### src/rtl/clkdiv_reload.sv
module clkdiv_reload #(
  parameter int CH          = 1,
  parameter int EN_BASE     = 24,
  parameter int RELOAD_BIT  = 8,
  parameter int RATIO_LSB   = 8,
  parameter int RATIO_W     = 6,
  parameter int RESET_RATIO = 4,
  parameter int ADDR_W      = 4,
  parameter int CNT_W       = 4
) (
  input  logic              clk,
  input  logic              rst_n,
  input  logic              wr_en,
  input  logic [ADDR_W-1:0] addr,
  input  logic [31:0]       wdata,
  output logic [31:0]       rdata,
  output logic              clk_out
);
  localparam logic [ADDR_W-1:0] CTRL_OFS  = '0;
  localparam logic [ADDR_W-1:0] RATIO_OFS = ADDR_W'(8);
  localparam int                EN_BIT    = EN_BASE + CH;

  function automatic logic [CNT_W-1:0] legalize(input logic [RATIO_W-1:0] v);
    if (v < RATIO_W'(4))      return CNT_W'(4);
    else if (v > RATIO_W'(6)) return CNT_W'(8);
    else                      return CNT_W'(v);
  endfunction

  logic [31:0]        ctrl;
  logic [RATIO_W-1:0] staged;
  logic [CNT_W-1:0]   act, pend_val, cnt;
  logic               pend, trig_q, gate;

  wire              trig   = ctrl[RELOAD_BIT] & ctrl[CH];
  wire              wrap   = (cnt == act - CNT_W'(1));
  wire [CNT_W-1:0]  cnt_n  = wrap ? '0 : cnt + CNT_W'(1);
  wire [CNT_W-1:0]  act_n  = (wrap && pend) ? pend_val : act;
  wire              gate_n = wrap ? ctrl[EN_BIT] : gate;

  always_comb begin
    rdata = '0;
    if (addr == CTRL_OFS)       rdata = ctrl;
    else if (addr == RATIO_OFS) rdata[RATIO_LSB +: RATIO_W] = staged;
  end

  always_ff @(posedge clk or negedge rst_n) begin
    if (!rst_n) begin
      ctrl   <= '0;
      staged <= RATIO_W'(RESET_RATIO);
    end else if (wr_en) begin
      if (addr == CTRL_OFS)  ctrl   <= wdata;
      if (addr == RATIO_OFS) staged <= wdata[RATIO_LSB +: RATIO_W];
    end
  end

  always_ff @(posedge clk or negedge rst_n) begin
    if (!rst_n) begin
      trig_q   <= 1'b0;
      pend     <= 1'b0;
      pend_val <= CNT_W'(RESET_RATIO);
    end else begin
      trig_q <= trig;
      if (trig && !trig_q) begin
        pend     <= 1'b1;
        pend_val <= legalize(staged);
      end else if (wrap) begin
        pend <= 1'b0;
      end
    end
  end

  always_ff @(posedge clk or negedge rst_n) begin
    if (!rst_n) begin
      cnt     <= '0;
      act     <= CNT_W'(RESET_RATIO);
      gate    <= 1'b0;
      clk_out <= 1'b0;
    end else begin
      cnt     <= cnt_n;
      act     <= act_n;
      gate    <= gate_n;
      clk_out <= gate_n & (cnt_n < (act_n >> 1));
    end
  end

  always_comb
    p_ratio_legal_r7: assert (!rst_n || act == 4 || act == 5 || act == 6 || act == 8);

  p_switch_on_boundary_r9: assert property (@(posedge clk) disable iff (!rst_n)
    !wrap |=> $stable(act));
  p_low_at_boundary_r9: assert property (@(posedge clk) disable iff (!rst_n)
    wrap |-> !clk_out);
  p_idle_keeps_ratio_r8: assert property (@(posedge clk) disable iff (!rst_n)
    !pend |=> $stable(act));
  p_gated_low_r2: assert property (@(posedge clk) disable iff (!rst_n)
    (wrap && !ctrl[EN_BIT]) |=> !clk_out);
  p_gate_on_boundary_r10: assert property (@(posedge clk) disable iff (!rst_n)
    !wrap |=> $stable(gate));
endmodule

### config.mk
export PLATFORM = sky130hd
export DESIGN_NAME = clkdiv_reload
export DESIGN_NICKNAME = d
export VERILOG_FILES = /design/src/rtl/clkdiv_reload.sv
export SDC_FILE = /design/constraint.sdc
export NUM_CORES = 1
export LEC_CHECK = 0
export ABC_AREA = 0
export CAP_MARGIN = 30
export CORE_ASPECT_RATIO = 1.4
export CORE_MARGIN = 8
export CORE_UTILIZATION = 50
export CTS_BUF_LIST = sky130_fd_sc_hd__clkbuf_8
export DETAILED_ROUTE_END_ITERATION = 7
export HOLD_SLACK_MARGIN = 0.03
export PLACE_DENSITY = 0.82
export SLEW_MARGIN = 40
export SYNTH_ARGS = -nofsm -noshare
export SYNTH_HDL_FRONTEND = slang
export SYNTH_SLANG_ARGS = --single-unit
### constraint.sdc
create_clock -name clk -period 3.1 [get_ports clk]
set_clock_uncertainty 0.1 [all_clocks]
set_input_delay 0.62 -clock clk [delete_from_list [all_inputs] [get_ports clk]]
set_output_delay 0.62 -clock clk [all_outputs]
set_load 0.03 [all_outputs]
==> flow_metrics.py, run 1 <==
metrics = {
    "place": {
        "pre_cts_ws_ns": 0.331,
        "place_congestion": 0.821,
        "io_buffers": 71,
        "dp_hpwl_mm": 4.20,
        "dpl.cell_count": 323,
    },
    "logic_synthesis": {
        "yosys_warnings": 0,
        "synthCells": 187,
        "yosysUniqueCellTypes": 39,
        "async_reset_ff_share_pct": 100,
        "yosys.area_share.simple_pct": 12.8,
        "synth_edf_count": 0,
        "yosysSeqAreaShare_pct": 50.9,
        "syn_area_per_cell_um2": 14.2,
        "synth-seq-cells": 54,
        "synthAdderAreaFrac_pct": 1.88,
        "synth_top_family_by_area": "multiplexers",
        "synth_mux_area_share_pct": 23.3,
        "synth_xor_area_share_pct": 3.71,
        "synthesis.nets": 230,
        "syn_area_um2": 2660,
        "synth_ff_type": "dfrtp_1",
        "synth_compound_area_share_pct": 5.41,
    },
    "sta": {
        "worst_pin_slew_ns": 0.729,
        "finalMaxSlewViolations": 0,
        "rsz0062_at_grt": "no",
        "fin_crit_sh_pct": 89.0,
        "timing.fmax_mhz": 362,
        "min_period_ns": 2.76,
        "setup_tns_ns": 0,
        "fin_ws_ns": 0.341,
        "finalSetupViolations": 0,
        "hold_viol": 0,
        "hold_ws_ns": 0.273,
        "relSlewSlack_pct": 51.4,
    },
    "cts": {
        "ctsResizeCount": 0,
        "cts-hold-fix-buffers": 0,
        "cts_tree": "yes",
        "clock_latency_ns": 0.29,
        "cts_setup_buffers": 0,
        "cts.sinks": 54,
        "cts_buffer_depth": 2,
        "htreeDepth": 2,
        "cts_made_buffers": 5,
        "clock_tree.root_cell": "clkbuf_8",
        "clk_pin_slew_ns": 0.09,
    },
    "outcome": {
        "outcome": "finished, final reports clean",
    },
    "final_layout": {
        "drive_gt1_share_pct": 36.2,
        "fin_cells": 331,
        "n_antenna_cell": 0,
        "nets": 307,
        "syn_to_final_growth_pct": 31.2,
    },
    "setup_path": {
        "worstRegToRegCells": 10,
        "crit_path_end_kind": "output port",
        "crit_type": "in2out",
        "critPathMaxFanout": 7,
        "crit_arrival_ns": 2.04,
        "crit_chain": "clkdlybuf4s50_1, nor4b_4, a22o_1, buf_12",
        "r2r_setup_slack_ns": 0.53,
        "cp-start-kind": "primary input",
        "critPathSlowestCell": "nor4b_4",
        "cp.required_ns": 2.38,
        "critical-path-max-stage-delay_ns": 0.52,
        "worstReg2RegStart": "act[1]",
        "rr_endpoint": "clk_out",
    },
    "detailed_routing": {
        "drc": 0,
        "viasPerCell": 5.19,
        "post_drt_wl_per_cell_um": 16.3,
        "drt-initial-drc-count": 46,
        "wirelength_mm": 5.41,
        "drt.antenna.violating_nets": 0,
        "drt_pass1_iterations": 4,
        "vias": 1717,
    },
    "power": {
        "power_density_nw_per_um2": 639,
        "vdd.ir_drop.worst_v": 0.000358,
        "power_leakage_nw": 1.71,
    },
    "floorplan": {
        "num_io_pins": 72,
        "initial_utilization_pct": 51.6,
        "row_count": 31,
        "die_h_um": 102,
        "fp.dieW_um": 77.7,
        "core_um2": 5160,
        "die_area_um2": 7950,
    },
    "grt": {
        "antenna_found_initial": 0,
        "grt_max_degree": 34,
        "grt_usage_pct": 13.5,
        "grt_pass1_vias": 1845,
        "grt_overflow": 0,
        "grt_pass1_wl_mm": 8.71,
    },
    "worst_hold_path": {
        "hold_path_class": "in2async",
    },
    "job": {
        "cap_viol_max_count": 0,
    },
}
==> synth_stat cells, drive strengths merged (2+ instances only) <==
cell type,number,area [um2]
nor2b,2,12.5
and2,27,169
mux2,42,601
a22o,6,52.6
nand3,4,32.5
xnor2,3,33.8
buf,3,33.8
dfstp,3,78.8
dfrtp,51,1280
ha,4,50.1
nand2,6,25.0
o21ai,2,10.0
nor2,6,22.5
a32o,2,20.0
xor2,4,42.6
clkbuf,3,11.3
mux2i,2,20.0
inv,2,7.51
==> final cells by class <==
type | instances | area, um2
clock inverter | 2 | 8.76
tap | 66 | 82.6
fill | 405 | 1670
clock buffer | 6 | 82.6
sequential | 54 | 1360
multi-input combinational | 125 | 1250
timing repair buffer | 76 | 701
inverter | 2 | 7.51
==> per-stage QoR <==
step | cell area (um2) | util, % | total power, mW
6_report | 3490 | 67.7 | 2.23
2_1_floorplan | 2660 | - | 1.63
3_3_place_gp | 3400 | 65.9 | 1.83
4_1_cts | 3490 | 67.7 | 2.25
3_5_place_dp | 3400 | 65.9 | 1.86
5_1_grt | 3490 | 67.7 | 2.37
==> routing by layer <==
metal | global-route usage, % | part of all wire (%)
met2 | 23.4 | 52
met4 | 4.37 | 1.3
met5 | 0 | 0
met3 | 3.26 | 4.0
met1 | 16.1 | 43
==> logic make-up after synthesis <==
family,Yosys count
compound gates,18
xor+xnor,8
buf+inv,8
flops,54
simple gates,51
fa+ha+maj,4
mux,44
==> report_power, final <==
part | switching, mW | leakage [nW] | internal [mW] | total [mW]
clock | 0.211 | 0.0524 | 0.177 | 0.389
combinational | 0.354 | 0.996 | 0.443 | 0.797
sequential | 0.141 | 0.662 | 0.903 | 1.04
total | 0.707 | 1.71 | 1.52 | 2.23
==> critical path: cells and delay by family <==
| kind | cells | cell delay, ns |
|---|---|---|
| simple gates | 1 | 0.52 |
| compound gates | 1 | 0.27 |
| buf+inv | 2 | 0.63 |
==> flip-flops by register name, indices dropped and copies added, names as in the netlist <==
signal	flops
ctrl	32
staged	6
act	4
cnt	4
pend_val	4
clk_out	1
gate	1
pend	1
trig_q	1
==> how the worst max path moves through the flow <==
stage / from / to / slack [ns]
2_1_floorplan: addr[1] / rdata[10] / 0.79
3_3_place_gp: addr[1] / rdata[8] / 0.34
3_5_place_dp: addr[1] / rdata[8] / 0.33
4_1_cts: addr[1] / rdata[8] / 0.33
5_1_grt: addr[1] / rdata[6] / 0.24
6_report: addr[1] / rdata[8] / 0.34
==> cells in the final DEF, fill, tap and decap left out, drive strengths merged, types with 2 or more instances in the layout <==
| master | instances |
|---|---|
| dfrtp | 51 |
| nor2b | 2 |
| ha | 4 |
| nand3 | 4 |
| clkdlybuf4s50 | 38 |
| dfstp | 3 |
| clkbuf | 6 |
| inv | 3 |
| xnor2 | 3 |
| mux2i | 2 |
| nor2 | 6 |
| buf | 38 |
| nand2 | 6 |
| a32o | 2 |
| xor2 | 4 |
| mux2 | 42 |
| a22o | 6 |
| o21ai | 2 |
| and2 | 27 |
Note: power is estimated with default switching activity, not from simulation.
==> run 2, diff against run 1 <==
--- a/config.mk
+++ b/config.mk
@@ -7,13 +7,15 @@
 export LEC_CHECK = 0
 export ABC_AREA = 0
 export CAP_MARGIN = 30
+export CELL_PAD_IN_SITES_DETAIL_PLACEMENT = 1
+export CELL_PAD_IN_SITES_GLOBAL_PLACEMENT = 1
 export CORE_ASPECT_RATIO = 1.4
 export CORE_MARGIN = 8
-export CORE_UTILIZATION = 50
+export CORE_UTILIZATION = 40
 export CTS_BUF_LIST = sky130_fd_sc_hd__clkbuf_8
 export DETAILED_ROUTE_END_ITERATION = 7
 export HOLD_SLACK_MARGIN = 0.03
-export PLACE_DENSITY = 0.82
+export PLACE_DENSITY_LB_ADDON = 0.1
 export SLEW_MARGIN = 40
 export SYNTH_ARGS = -nofsm -noshare
 export SYNTH_HDL_FRONTEND = slang
==> run 2 against run 1 <==
Compared with the run above: non-clock buffer count fell by 2; worst hold slack improved by 0.044 ns; flip-flop and latch count did not move; combinational power barely moved; critical path depth rose by 1; critical endpoint unchanged; setup slack got worse by 0.0077 ns.
==> flow_metrics.py, run 2 (synthesis results as in run 1) <==
metrics = {
    "detailed_routing": {
        "drc": 0,
        "drt_pass1_iterations": 4,
        "post_drt_wl_per_cell_um": 18.3,
        "drt.antenna.violating_nets": 0,
        "viasPerCell": 5.18,
        "vias": 1747,
        "drt-initial-drc-count": 45,
        "wirelength_mm": 6.16,
    },
    "cts": {
        "cts-hold-fix-buffers": 0,
        "clock_latency_ns": 0.30,
        "clk_pin_slew_ns": 0.10,
        "cts_setup_buffers": 0,
        "cts_tree": "yes",
        "cts_buffer_depth": 2,
        "clock_tree.root_cell": "clkbuf_8",
        "htreeDepth": 2,
        "ctsResizeCount": 0,
        "cts.sinks": 54,
        "cts_made_buffers": 5,
    },
    "floorplan": {
        "core_um2": 6530,
        "num_io_pins": 72,
        "die_h_um": 113,
        "initial_utilization_pct": 40.8,
        "die_area_um2": 9560,
        "fp.dieW_um": 84.9,
        "row_count": 35,
    },
    "setup_path": {
        "worstRegToRegCells": 10,
        "cp.required_ns": 2.38,
        "critPathMaxFanout": 33,
        "crit_type": "in2out",
        "crit_arrival_ns": 2.05,
        "cp-start-kind": "primary input",
        "crit_path_end_kind": "output port",
    },
    "final_layout": {
        "top_regs": "ctrl x32, staged x6",
        "final_cell_mix": "dfrtp_1 (51), clkdlybuf4s50_1 (38), mux2_4 (34), buf_4 (34), and2_1 (27)",
        "drive_gt1_share_pct": 36.1,
        "fill_cells": 679,
        "syn_to_final_growth_pct": 30.8,
        "largest_reg_flops": 32,
        "final_area_um2": 3480,
        "finish.utilization_pct": 53.4,
        "largest-register": "ctrl",
        "fin_cells": 337,
        "n_antenna_cell": 0,
        "layout.cells.most_common": "dfrtp_1",
        "nets": 305,
    },
    "sta": {
        "setup_tns_ns": 0,
        "hold_viol": 0,
        "relSlewSlack_pct": 53.7,
        "timing.fmax_mhz": 361,
        "fin_ws_ns": 0.333,
        "finalSetupViolations": 0,
        "fin_crit_sh_pct": 89.3,
        "min_period_ns": 2.77,
        "worst_pin_slew_ns": 0.695,
        "finalMaxSlewViolations": 0,
        "rsz0062_at_grt": "no",
    },
    "power": {
        "vdd.ir_drop.worst_v": 0.000267,
        "comb_power_share_pct": 34.2,
        "p_int_mw": 1.58,
        "power_density_nw_per_um2": 665,
        "swShare_pct": 31.7,
        "power_leakage_nw": 1.70,
        "p_clk_share_pct": 20.5,
        "p_sw_mw": 0.734,
        "power_frac_seq_pct": 45.2,
    },
    "grt": {
        "antenna_found_initial": 0,
        "grt_pass1_vias": 2045,
        "grt_max_degree": 55,
        "grt_usage_pct": 13.8,
        "grt_pass1_wl_mm": 10.5,
        "grt_overflow": 0,
    },
    "place": {
        "pre_cts_ws_ns": 0.335,
        "placed_cell_area_um2": 3370,
        "place_congestion": 0.722,
        "dpl.cell_count": 329,
        "io_buffers": 71,
        "dp_hpwl_mm": 4.50,
    },
    "outcome": {
        "outcome": "finished, final reports clean",
    },
    "job": {
        "cap_viol_max_count": 0,
    },
    "worst_hold_path": {
        "hold_path_class": "in2async",
    },
}
[run 2: changes by cell type in the layout (fill, tap and decap cells not counted), sizes merged]
cell    change
buf         -2
bufinv      +1
clkbuf      -1
[run 2: final timing paths]
| path | from | to | slack (ns) |
|---|---|---|---|
| min in group clk | ctrl[14] | ctrl[14] | 0.40 |
| worst max-delay path | addr[1] | rdata[8] | 0.33 |
| worst min-delay path | rst_n | cnt[1] | 0.32 |
| max in group asynchronous | rst_n | trig_q | 2.10 |
| worst min register to register | ctrl[14] | ctrl[14] | 0.40 |
| worst max register to register | act[1] | clk_out | 0.53 |
[run 2: layout make-up]
class / instances / area, um2 / area share [%]
clock buffer: 5 / 68.8 / 1.98
clock inverter: 3 / 43.8 / 1.26
inverter: 2 / 7.51 / 0.216
multi-input combinational: 125 / 1250 / 36.0
sequential: 54 / 1360 / 38.9
tap: 74 / 92.6 / 2.66
timing repair buffer: 74 / 661 / 19.0
[run 2: critical path: stages]
cell and delay, ns:
clkdlybuf4s50_1 0.49, nor4_4 0.37, buf_12 0.22, a22o_1 0.18
buf_4 0.17
[run 2: metrics by stage]
stage | hold WS (ns) | power (mW)
floorplan | 0.224 | 1.63
global placement | 0.367 | 1.85
detailed placement | 0.378 | 1.86
CTS | 0.360 | 2.36
global route | 0.399 | 2.48
finish | 0.317 | 2.32
[run 2: layer usage]
metal | track usage [%] | wire [um] | share of wire [%]
met5 | 0 | 0 | 0
met4 | 4.18 | 72 | 1.2
met3 | 5.12 | 433 | 7.0
met2 | 23.8 | 3170 | 51
met1 | 15.3 | 2490 | 40
[run 2: power groups by stage]
stage,sequential [mW],combinational [mW],clock (mW)
after global placement,1.06,0.787,0
after detailed placement,1.06,0.803,0
after floorplan,1.03,0.599,0
final,1.05,0.794,0.476
after CTS,1.05,0.808,0.497
after global routing,1.08,0.886,0.515
==> run 3, diff against run 2 <==
--- a/config.mk
+++ b/config.mk
@@ -10,8 +10,8 @@
 export CELL_PAD_IN_SITES_DETAIL_PLACEMENT = 1
 export CELL_PAD_IN_SITES_GLOBAL_PLACEMENT = 1
 export CORE_ASPECT_RATIO = 1.4
-export CORE_MARGIN = 8
-export CORE_UTILIZATION = 40
+export CORE_MARGIN = 3
+export CORE_UTILIZATION = 30
 export CTS_BUF_LIST = sky130_fd_sc_hd__clkbuf_8
 export DETAILED_ROUTE_END_ITERATION = 7
 export HOLD_SLACK_MARGIN = 0.03
==> run 3 against run 2 <==
Compared with the run above: clock power grew 1%; setup slack got worse by 0.017 ns; flip-flop and latch count stayed put; worst hold slack gained 0.014 ns; non-clock buffer count is 1 higher; power is essentially flat; cell count rose by 9.5%.
==> flow_metrics.py, run 3 (synthesis results as in run 1) <==
metrics = {
    "power": {
        "power_leakage_nw": 1.70,
        "power_density_nw_per_um2": 658,
        "power_mw": 2.32,
        "vdd.ir_drop.worst_v": 0.000293,
    },
    "floorplan": {
        "core_um2": 8610,
        "num_io_pins": 72,
        "fp.dieW_um": 85.6,
        "die_area_um2": 10100,
        "row_count": 40,
        "die_h_um": 117,
        "initial_utilization_pct": 30.9,
    },
    "place": {
        "place_congestion": 0.729,
        "dp_hpwl_mm": 4.34,
        "io_buffers": 71,
    },
    "grt": {
        "grt_pass1_wl_mm": 9.98,
        "grt_usage_pct": 12.7,
        "antenna_found_initial": 0,
        "grt_overflow": 0,
        "grt_pass1_vias": 1925,
        "grt_max_degree": 55,
    },
    "job": {
        "cap_viol_max_count": 0,
    },
    "setup_path": {
        "cp.required_ns": 2.38,
        "crit_arrival_ns": 2.06,
        "crit_type": "in2out",
        "r2r_setup_slack_ns": 0.50,
        "critPathMaxFanout": 33,
        "cp-start-kind": "primary input",
        "worstRegToRegCells": 10,
        "critPathCapture": "rdata[30]",
        "worstReg2RegStart": "act[1]",
        "rr_endpoint": "clk_out",
        "crit_path_end_kind": "output port",
        "startpoint": "addr[1]",
    },
    "final_layout": {
        "drive_gt1_share_pct": 36.0,
        "finish.utilization_pct": 41.0,
        "nets": 306,
        "n_antenna_cell": 0,
        "largest-register": "ctrl",
        "top_regs": "ctrl x32, staged x6",
        "final_cell_mix": "dfrtp_1 (51), clkdlybuf4s50_1 (38), buf_4 (35), mux2_4 (34), and2_1 (27)",
        "layout.cells.most_common": "dfrtp_1",
        "largest_reg_flops": 32,
        "syn_to_final_growth_pct": 32.5,
    },
    "detailed_routing": {
        "viasPerCell": 4.67,
        "drt_pass1_iterations": 4,
        "vias": 1725,
        "drc": 0,
        "drt.antenna.violating_nets": 0,
        "drt-initial-drc-count": 53,
        "wirelength_mm": 6.05,
        "post_drt_wl_per_cell_um": 16.4,
    },
    "cts": {
        "clock_tree.root_cell": "clkbuf_8",
        "cts-hold-fix-buffers": 0,
        "cts_buffer_depth": 2,
        "cts_setup_buffers": 0,
        "htreeDepth": 2,
        "ctsResizeCount": 0,
        "clk_pin_slew_ns": 0.10,
        "cts_tree": "yes",
        "cts.sinks": 54,
        "cts_made_buffers": 5,
        "clock_latency_ns": 0.32,
    },
    "sta": {
        "timing.fmax_mhz": 359,
        "rsz0062_at_grt": "no",
        "setup_tns_ns": 0,
        "hold_viol": 0,
        "worst_pin_slew_ns": 0.704,
        "min_period_ns": 2.78,
        "fin_crit_sh_pct": 89.8,
        "finalMaxSlewViolations": 0,
        "finalSetupViolations": 0,
        "relSlewSlack_pct": 53.0,
    },
    "outcome": {
        "outcome": "finished, final reports clean",
    },
    "worst_hold_path": {
        "hold_path_class": "in2async",
    },
}
==> run 3: changes by cell type in the layout (fill, tap and decap cells not counted), sizes merged <==
cell	before	now
clkinvlp	0	1
buf	36	37
clkinv	1	0
==> run 3: final cells by class <==
type,instances,area (um2)
multi-input combinational,125,1250
clock buffer,5,68.8
clock inverter,3,41.3
inverter,2,7.51
sequential,54,1360
fill,940,5080
timing repair buffer,75,668
tap,105,131
==> run 3: report_power, final <==
part           switching (mW)  internal, mW
clock                   0.245         0.238
combinational           0.351         0.438
sequential              0.144         0.902
total                   0.740          1.58
==> run 3: layer usage <==
metal / GRT usage [%] / routed length, um / vias to the layer above
li1: - / - / 805
met1: 14.9 / 2470 / 865
met2: 21.1 / 3050 / 46
met3: 4.15 / 365 / 9
met4: 5.25 / 166 / 0
met5: 0 / 0 / -
==> run 3: how the worst min path moves through the flow <==
stage          startpoint          end  cells after the start
5_1_grt             rst_n  pend_val[0]                      2
3_3_place_gp     ctrl[15]     ctrl[15]                      1
2_1_floorplan       rst_n       act[0]                      0
3_5_place_dp     ctrl[14]     ctrl[14]                      1
6_report            rst_n       cnt[1]                      2
4_1_cts             rst_n    staged[1]                      2
==> run 3: critical path: stages <==
cell and delay (ns):
clkdlybuf4s50_1 0.49, nor4_4 0.36, buf_12 0.23, and2_1 0.18, buf_4 0.17
==> run 3: metrics by stage <==
| step | instances | cell area, um2 | hold WS, ns | setup WS, ns |
|---|---|---|---|---|
| global route | 369 | 3530 | 0.379 | 0.248 |
| global placement | 361 | 3420 | 0.366 | 0.335 |
| CTS | 369 | 3530 | 0.360 | 0.307 |
| detailed placement | 361 | 3420 | 0.378 | 0.310 |
| finish | 369 | 3530 | 0.331 | 0.316 |
| floorplan | 187 | 2660 | 0.224 | 0.788 |
